--- config.mk ---
export PLATFORM = sky130hd
export DESIGN_NAME = nvm_prog_sequencer
export DESIGN_NICKNAME = d
export VERILOG_FILES = /design/src/rtl/nvm_prog_sequencer.sv
export SDC_FILE = /design/constraint.sdc
export NUM_CORES = 1
export LEC_CHECK = 0
export CORE_MARGIN = 2
export CORE_UTILIZATION = 40
export DETAILED_ROUTE_END_ITERATION = 6
export GPL_TIMING_DRIVEN = 1
export PLACE_DENSITY = 0.75
export SETUP_SLACK_MARGIN = 0.05
export SYNTH_ARGS = -nofsm -noshare
export SYNTH_HDL_FRONTEND = slang
export SYNTH_SLANG_ARGS = --single-unit
--- constraint.sdc ---
create_clock -name clk -period 2.3 [get_ports clk]
set_input_delay 0.46 -clock clk [delete_from_list [all_inputs] [get_ports clk]]
set_output_delay 0.46 -clock clk [all_outputs]
set_load 0.03 [all_outputs]
--- src/rtl/nvm_prog_sequencer.sv ---
module nvm_prog_sequencer #(
  parameter int NBYTES     = 8,
  parameter int SLOT_TICKS = 16,
  parameter int EXT_SLOT   = 128,
  localparam int CW = $clog2(NBYTES + 1),
  localparam int IW = (NBYTES > 1) ? $clog2(NBYTES) : 1,
  localparam int SLOT_MAX = (SLOT_TICKS > EXT_SLOT) ? SLOT_TICKS : EXT_SLOT,
  localparam int UW = (SLOT_MAX > 1) ? $clog2(SLOT_MAX) : 1
) (
  input  logic              clk,
  input  logic              rst_n,
  input  logic              start,
  input  logic [CW-1:0]     byte_cnt,
  input  logic              page_mode,
  input  logic              tick,
  input  logic              ext_clk,
  input  logic              ext_sel,
  output logic              busy,
  output logic [NBYTES-1:0] erase_en,
  output logic [NBYTES-1:0] prog_en
);

  typedef enum logic [1:0] {S_IDLE, S_LEAD, S_ERASE, S_PROG} state_t;

  state_t          st;
  logic [CW-1:0]   cnt_q;
  logic            page_q;
  logic            ext_q;
  logic            ext_d;
  logic [IW-1:0]   idx;
  logic [UW-1:0]   unit;
  logic [NBYTES-1:0] mask;

  wire cnt_ok    = (byte_cnt != '0) && (byte_cnt <= CW'(NBYTES));
  wire ev        = ext_q ? (ext_clk & ~ext_d) : tick;
  wire [UW-1:0] slot_last = ext_q ? UW'(EXT_SLOT - 1) : UW'(SLOT_TICKS - 1);
  wire slot_end  = ev && (unit == slot_last);
  wire last_byte = (CW'(idx) + CW'(1)) == cnt_q;
  wire [NBYTES-1:0] one_hot = NBYTES'(1) << idx;

  for (genvar i = 0; i < NBYTES; i++) begin : g_mask
    assign mask[i] = CW'(i) < cnt_q;
  end

  assign busy     = (st != S_IDLE);
  assign erase_en = (st == S_ERASE) ? (page_q ? mask : one_hot) : '0;
  assign prog_en  = (st == S_PROG) ? one_hot : '0;

  always_ff @(posedge clk) begin
    if (!rst_n) begin
      st     <= S_IDLE;
      cnt_q  <= '0;
      page_q <= 1'b0;
      ext_q  <= 1'b0;
      ext_d  <= 1'b0;
      idx    <= '0;
      unit   <= '0;
    end else begin
      ext_d <= ext_clk;
      case (st)
        S_IDLE: if (start && cnt_ok) begin
          cnt_q  <= byte_cnt;
          page_q <= page_mode;
          ext_q  <= ext_sel;
          idx    <= '0;
          unit   <= '0;
          st     <= ext_sel ? S_LEAD : S_ERASE;
        end
        S_LEAD: if (ev) st <= S_ERASE;
        S_ERASE, S_PROG: begin
          if (ev) unit <= slot_end ? '0 : unit + 1'b1;
          if (slot_end) begin
            if (st == S_ERASE) begin
              if (page_q || last_byte) begin
                st  <= S_PROG;
                idx <= '0;
              end else begin
                idx <= idx + 1'b1;
              end
            end else begin
              if (last_byte) st <= S_IDLE;
              else idx <= idx + 1'b1;
            end
          end
        end
        default: st <= S_IDLE;
      endcase
    end
  end

endmodule

# == Word-level counts from Yosys, hierarchy flattened ==
# Cells that the tools add are included.
# word_totals
regBits,19
in_bits,11
out_inout_bits,17
# op_classes
addsub,3
magnitude_cmp,9
n_eq_ne,12
shifts,1
muxes,23
n_bitwise,2
n_reduce_logical,13
# op_table
cell,count
$mux W7,4
$mux W8,3
$lt A3 B4 Y1 const A,4
$mux W3,5
$mux W2,7
$pmux W7 S2,1
$ne A3 B3 Y1 const B,3
$lt A1 B4 Y1 const A,2
$lt A2 B4 Y1 const A,2
$ne A2 B2 Y1 const B,4
$shl A1 B3 Y8 const A,1
$add A7 B1 Y7 const B,1
$eq A7 B7 Y1,1
$pmux W2 S3,1
$pmux W3 S2,1
$reduce_and A5 Y1,1
$add A3 B1 Y4 const B,1
$eq A2 B2 Y1 const B,2
$eq A4 B4 Y1,1
$le A4 B4 Y1 const B,1
$reduce_and A4 Y1,1
$reduce_bool A2 Y1,2
$reduce_bool A4 Y1,1
$add A3 B1 Y3 const B,1
10 further kinds,12

# == Depth between registers and ports, before layout ==
# logic_depth
depth_word,7
ltp_mapped,8

# == Worst setup path before layout ==
# Ideal clock, no wire load.
# synth_timing
path_kind,register to output
from,register page_q
to,output erase_en[4]
t_arrival_ns,1.521
setup_slack_ns,0.319
path_stages_with_launch,5
cell_sequence,dfxtp_1 clkbuf_1 nand2b_1 o21ai_0 nor3_1
# synth_between
elab_chain_cells,2
# synth_rtl
item,line_no,text
"start, declared",27,logic page_q;
"start signal, assigned",63,page_q <= page_mode;
$mux W8 (2 in series),46,assign erase_en = (st == S_ERASE) ? (page_q ? mask : one_hot) : '0;
"end, declared",19,"output logic [NBYTES-1:0] erase_en,"
# No other way between the ends.

# == Worst setup path after layout ==
# layout_timing
from,register st[0]
to,output erase_en[3]
# layout_between
elab_chain_cells,2
# layout_rtl
item,line_no,text
"start, declared",25,state_t st;
"start signal, assigned",67,st <= ext_sel ? S_LEAD : S_ERASE;
$eq A2 B2 Y1,46,
$mux W8,46,
# No other way between the ends.

==> impl_results.md <==
- F_max: 456.4 MHz
- Routed len/inst: 13.17 um
- Critical-path cell list: inv_1 -> ha_1 -> o21ai_1 -> nor2_1 -> dlygate4sd2_1
- Type of destination of the critical path: output pin
- Die ar.: about 4000 um^2
- Slew HR: 0.6428
- Hold_sp: unit[1]$_SDFFE_PN0P_
- Die Ht: around 63 um
- Layout cells sized above 1: 0.1792
- Flop pwr share: 0.322
- Final slew viol count: 0
- Layout area overhead: 27.93%
- Cell-internal power: about 0.73 mW
- R2r setup slk: between 0.2 and 0.3 ns
- Setup TNS Final: 0 ns
- Max IR drop VDD: 0.5847 mV
- Post-synthesis cell count: ~170
- Total wire length: around 3400 um
- Clock Tree Buf Depth: 2
- ANT cells: 0
- Drt pass-1 iters: 5
- Tmin final: roughly 2.2 ns
- Req. time, crit path: 1.84 ns
- Number of synthesized flops with an enable pin: 0
- FF-to-FF End: st[0]$_SDFFE_PN0P_
- Largest delay share family, worst path: buffers and inverters
- Maximum net fanout on the critical path: 5
- Initial DRC Count: 83
- Largest net degree at the start of global routing: 13
- Total GRT Usage: 0.1717
- Critical path type: flop to output pin
- Logic pwr share: 0.547
- RR Startpoint: idx[1]$_SDFFE_PN0P_
- Worst path slowest cell: dfxtp_1
- Via count: about 1400
- Design Area, Final: around 1800 um^2
- Mapped Area: ~1400 um^2
- Min-Delay Path Class: flop to flop
- H-Tree Level Count: 1
- Cts bufs inserted: 3
- Antenna-violating nets left: 0
- DRC violation count after routing: 0
- Sw power: approximately 0.56 mW
- LEAKAGE: 0.7703 nW
- Grt total ovfl: 0
- Row cnt: 21
- Global-route wire length before repair: 5637 um
- Worst setup margin: between 0.1 and 0.15 ns
- Nets: approximately 240
- Layout fillers: 363
- Routed vias/inst: 5.384
- Vias in the first global route: roughly 1200
- Main synth FF type: dfxtp_1
- Sequential area share after synthesis: 0.2695
- Hold Path End: unit[1]$_SDFFE_PN0P_
- Core area: between 3000 and 4000 um^2
- Fin crit share: 0.9527
- Worst-Margin Slew: ~0.54 ns
- Placer congestion estimate: 0.8841
- Library cells used by synthesis: 40
- CTS tree: yes
- CP max stage delay: 0.43 ns
- Switching Share: 0.4322
- # port buffers: 27
- Arrival @ worst endpoint: 1.73 ns
- Unrepaired setup endpoints after global routing: yes
- Mapped Avg Cell Area: between 8 and 9 um^2
- Min-Delay Path Depth: 2
- Hpwl dp: approximately 2600 um
- Area after DPL: between 1500 and 2000 um^2
- Footprint of the multi-input gates: roughly 990 um^2
- Clock net sink count: 19
- Total power: 1.292 mW
- Reg2Reg Depth: 7
- Max Cap Viol: 0
- Final hold viol count: 0
- Initial antenna violation count: 0
- Ys async rst share: 0
- Sequential cell area: ~380 um^2
- Post-CTS setup buffers: 0
- Num ports: 28
- Final Skew: ~0.0058 ns
- Clock power share: 0.131
- Worst-path clk slew: between 0.1 and 0.15 ns
- Worst skew pair latency: ~0.29 ns
- CP startpoint: st[0]$_SDFFE_PN0P_
- Startpoint Class: flop
- Initial Util: 0.4196
- Status: finished clean
- PD cells: around 720 nW/um^2
- Net Count, Synth: between 150 and 200
- Setup violations, final: 0
- Die Wd: about 63 um
- Synthesized flop and latch total: 19
- Post-Place Setup Slack: about 0.03 ns
- Buf/Inv on CP: 2
- Root Driver: clkbuf_4
- Ys Warns: 0
==> layout make-up <==
| cell class | count | share of cell area |
|---|---|---|
| clock buffers | 4 | 0.01455 |
| inverters | 10 | 0.02079 |
| multi-input cells | 141 | 0.5496 |
| flip-flops and latches | 19 | 0.2114 |
| well taps | 46 | 0.03188 |
| repair buffers | 38 | 0.1719 |
==> metal layers <==
layer	global-route usage	part of all wire	up-vias
met2	0.2921	0.46	43
met5	0	0	-
met4	0.07609	0.021	0
met3	0.01786	0.047	8
li1	-	-	694
met1	0.2183	0.47	644
==> state kept, by name, summed over array words and instances (netlist names) <==
register and count:
cnt_q 4, page_q 1, unit 7, ext_q 1, st 2, ext_d 1, idx 3
==> worst max-delay path by stage <==
stage	cells past startpoint	endpoint	slack [ns]
after CTS	5	erase_en[0]	0.06
final	5	erase_en[3]	0.11
after floorplan	4	erase_en[4]	0.32
after global placement	5	erase_en[4]	0.04
after global routing	5	erase_en[3]	0.008
after detailed placement	6	idx[1]$_SDFFE_PN0P_	0.03
==> power by group through the flow <==
stage | clock network (mW) | registers (mW) | logic (mW)
3_5_place_dp | 0 | 0.422 | 0.701
5_1_grt | 0.201 | 0.422 | 0.774
2_1_floorplan | 0 | 0.411 | 0.495
6_report | 0.169 | 0.416 | 0.706
3_3_place_gp | 0 | 0.421 | 0.694
4_1_cts | 0.177 | 0.416 | 0.692
==> worst min-delay path, cell delays in order (launching register included) <==
cell	delay, ns
dfxtp_1	0.34
nand2_1	0.06
a21boi_0	0.06
==> timing repair <==
item                       in CTS  in global routing
resized for setup              32                 17
setup endpoints to repair      17                 13
hold buffers                    0                  0
==> cell families after synthesis <==
| kind of cell | after synthesis | share of synthesized area |
|---|---|---|
| XOR/XNOR | 3 | 0.01862 |
| AND/OR/NAND/NOR | 80 | 0.3174 |
| adder cells (fa/ha/maj) | 12 | 0.1064 |
| AO/OA/AOI/OAI | 34 | 0.1649 |
| multiplexers | 12 | 0.08511 |
| flip-flops | 19 | 0.2695 |
| buffers and inverters | 14 | 0.03812 |
==> metrics by stage <==
step	cells	hold slack, ns	util
detailed placement	254	0.4867	0.5368
global placement	254	0.4831	0.5368
finish	258	0.5006	0.5368
global route	258	0.5315	0.5368
floorplan	174	0.4628	-
CTS	258	0.5021	0.5428
==> cells in the final DEF (no fill, tap or decap), types with 3 or more instances in the layout <==
cell type        instances
o21ai_0                  5
ha_1                    11
dfxtp_1                 18
nor3_1                   6
nand3_1                  6
o22ai_1                  3
clkdlybuf4s50_1         10
nor2_1                   9
and3_1                   4
inv_1                   10
clkbuf_4                 3
nand2_1                 20
and2_1                   7
a21boi_0                 4
nor2b_1                  9
clkbuf_2                 5
a21oi_1                 10
mux2i_1                 12
buf_4                   11
nand2b_1                 3
nand3b_1                 3
dlygate4sd2_1            8
==> cells in the mapped netlist, types with 2 or more instances <==
cell type / count / area [um^2]
o22ai_1: 3 / 18.77
a31o_2: 2 / 17.52
nor2_1: 9 / 33.78
nor2b_1: 9 / 56.30
nand2_1: 20 / 75.07
nand3_1: 6 / 30.03
mux2i_1: 12 / 120.1
nand2b_1: 3 / 18.77
nor3_1: 6 / 30.03
and2_1: 7 / 43.79
o21ai_0: 6 / 30.03
a21oi_1: 10 / 50.05
clkbuf_1: 3 / 11.26
or3b_2: 2 / 17.52
xnor2_1: 2 / 17.52
inv_1: 10 / 37.54
nand4_1: 2 / 12.51
ha_1: 12 / 150.1
nor4_1: 2 / 12.51
and3_1: 4 / 25.02
a21boi_0: 4 / 30.03
nand3b_1: 3 / 22.52
dfxtp_1: 19 / 380.4
a211oi_1: 2 / 15.01
No activity file was read; power rests on OpenSTA's default activity.
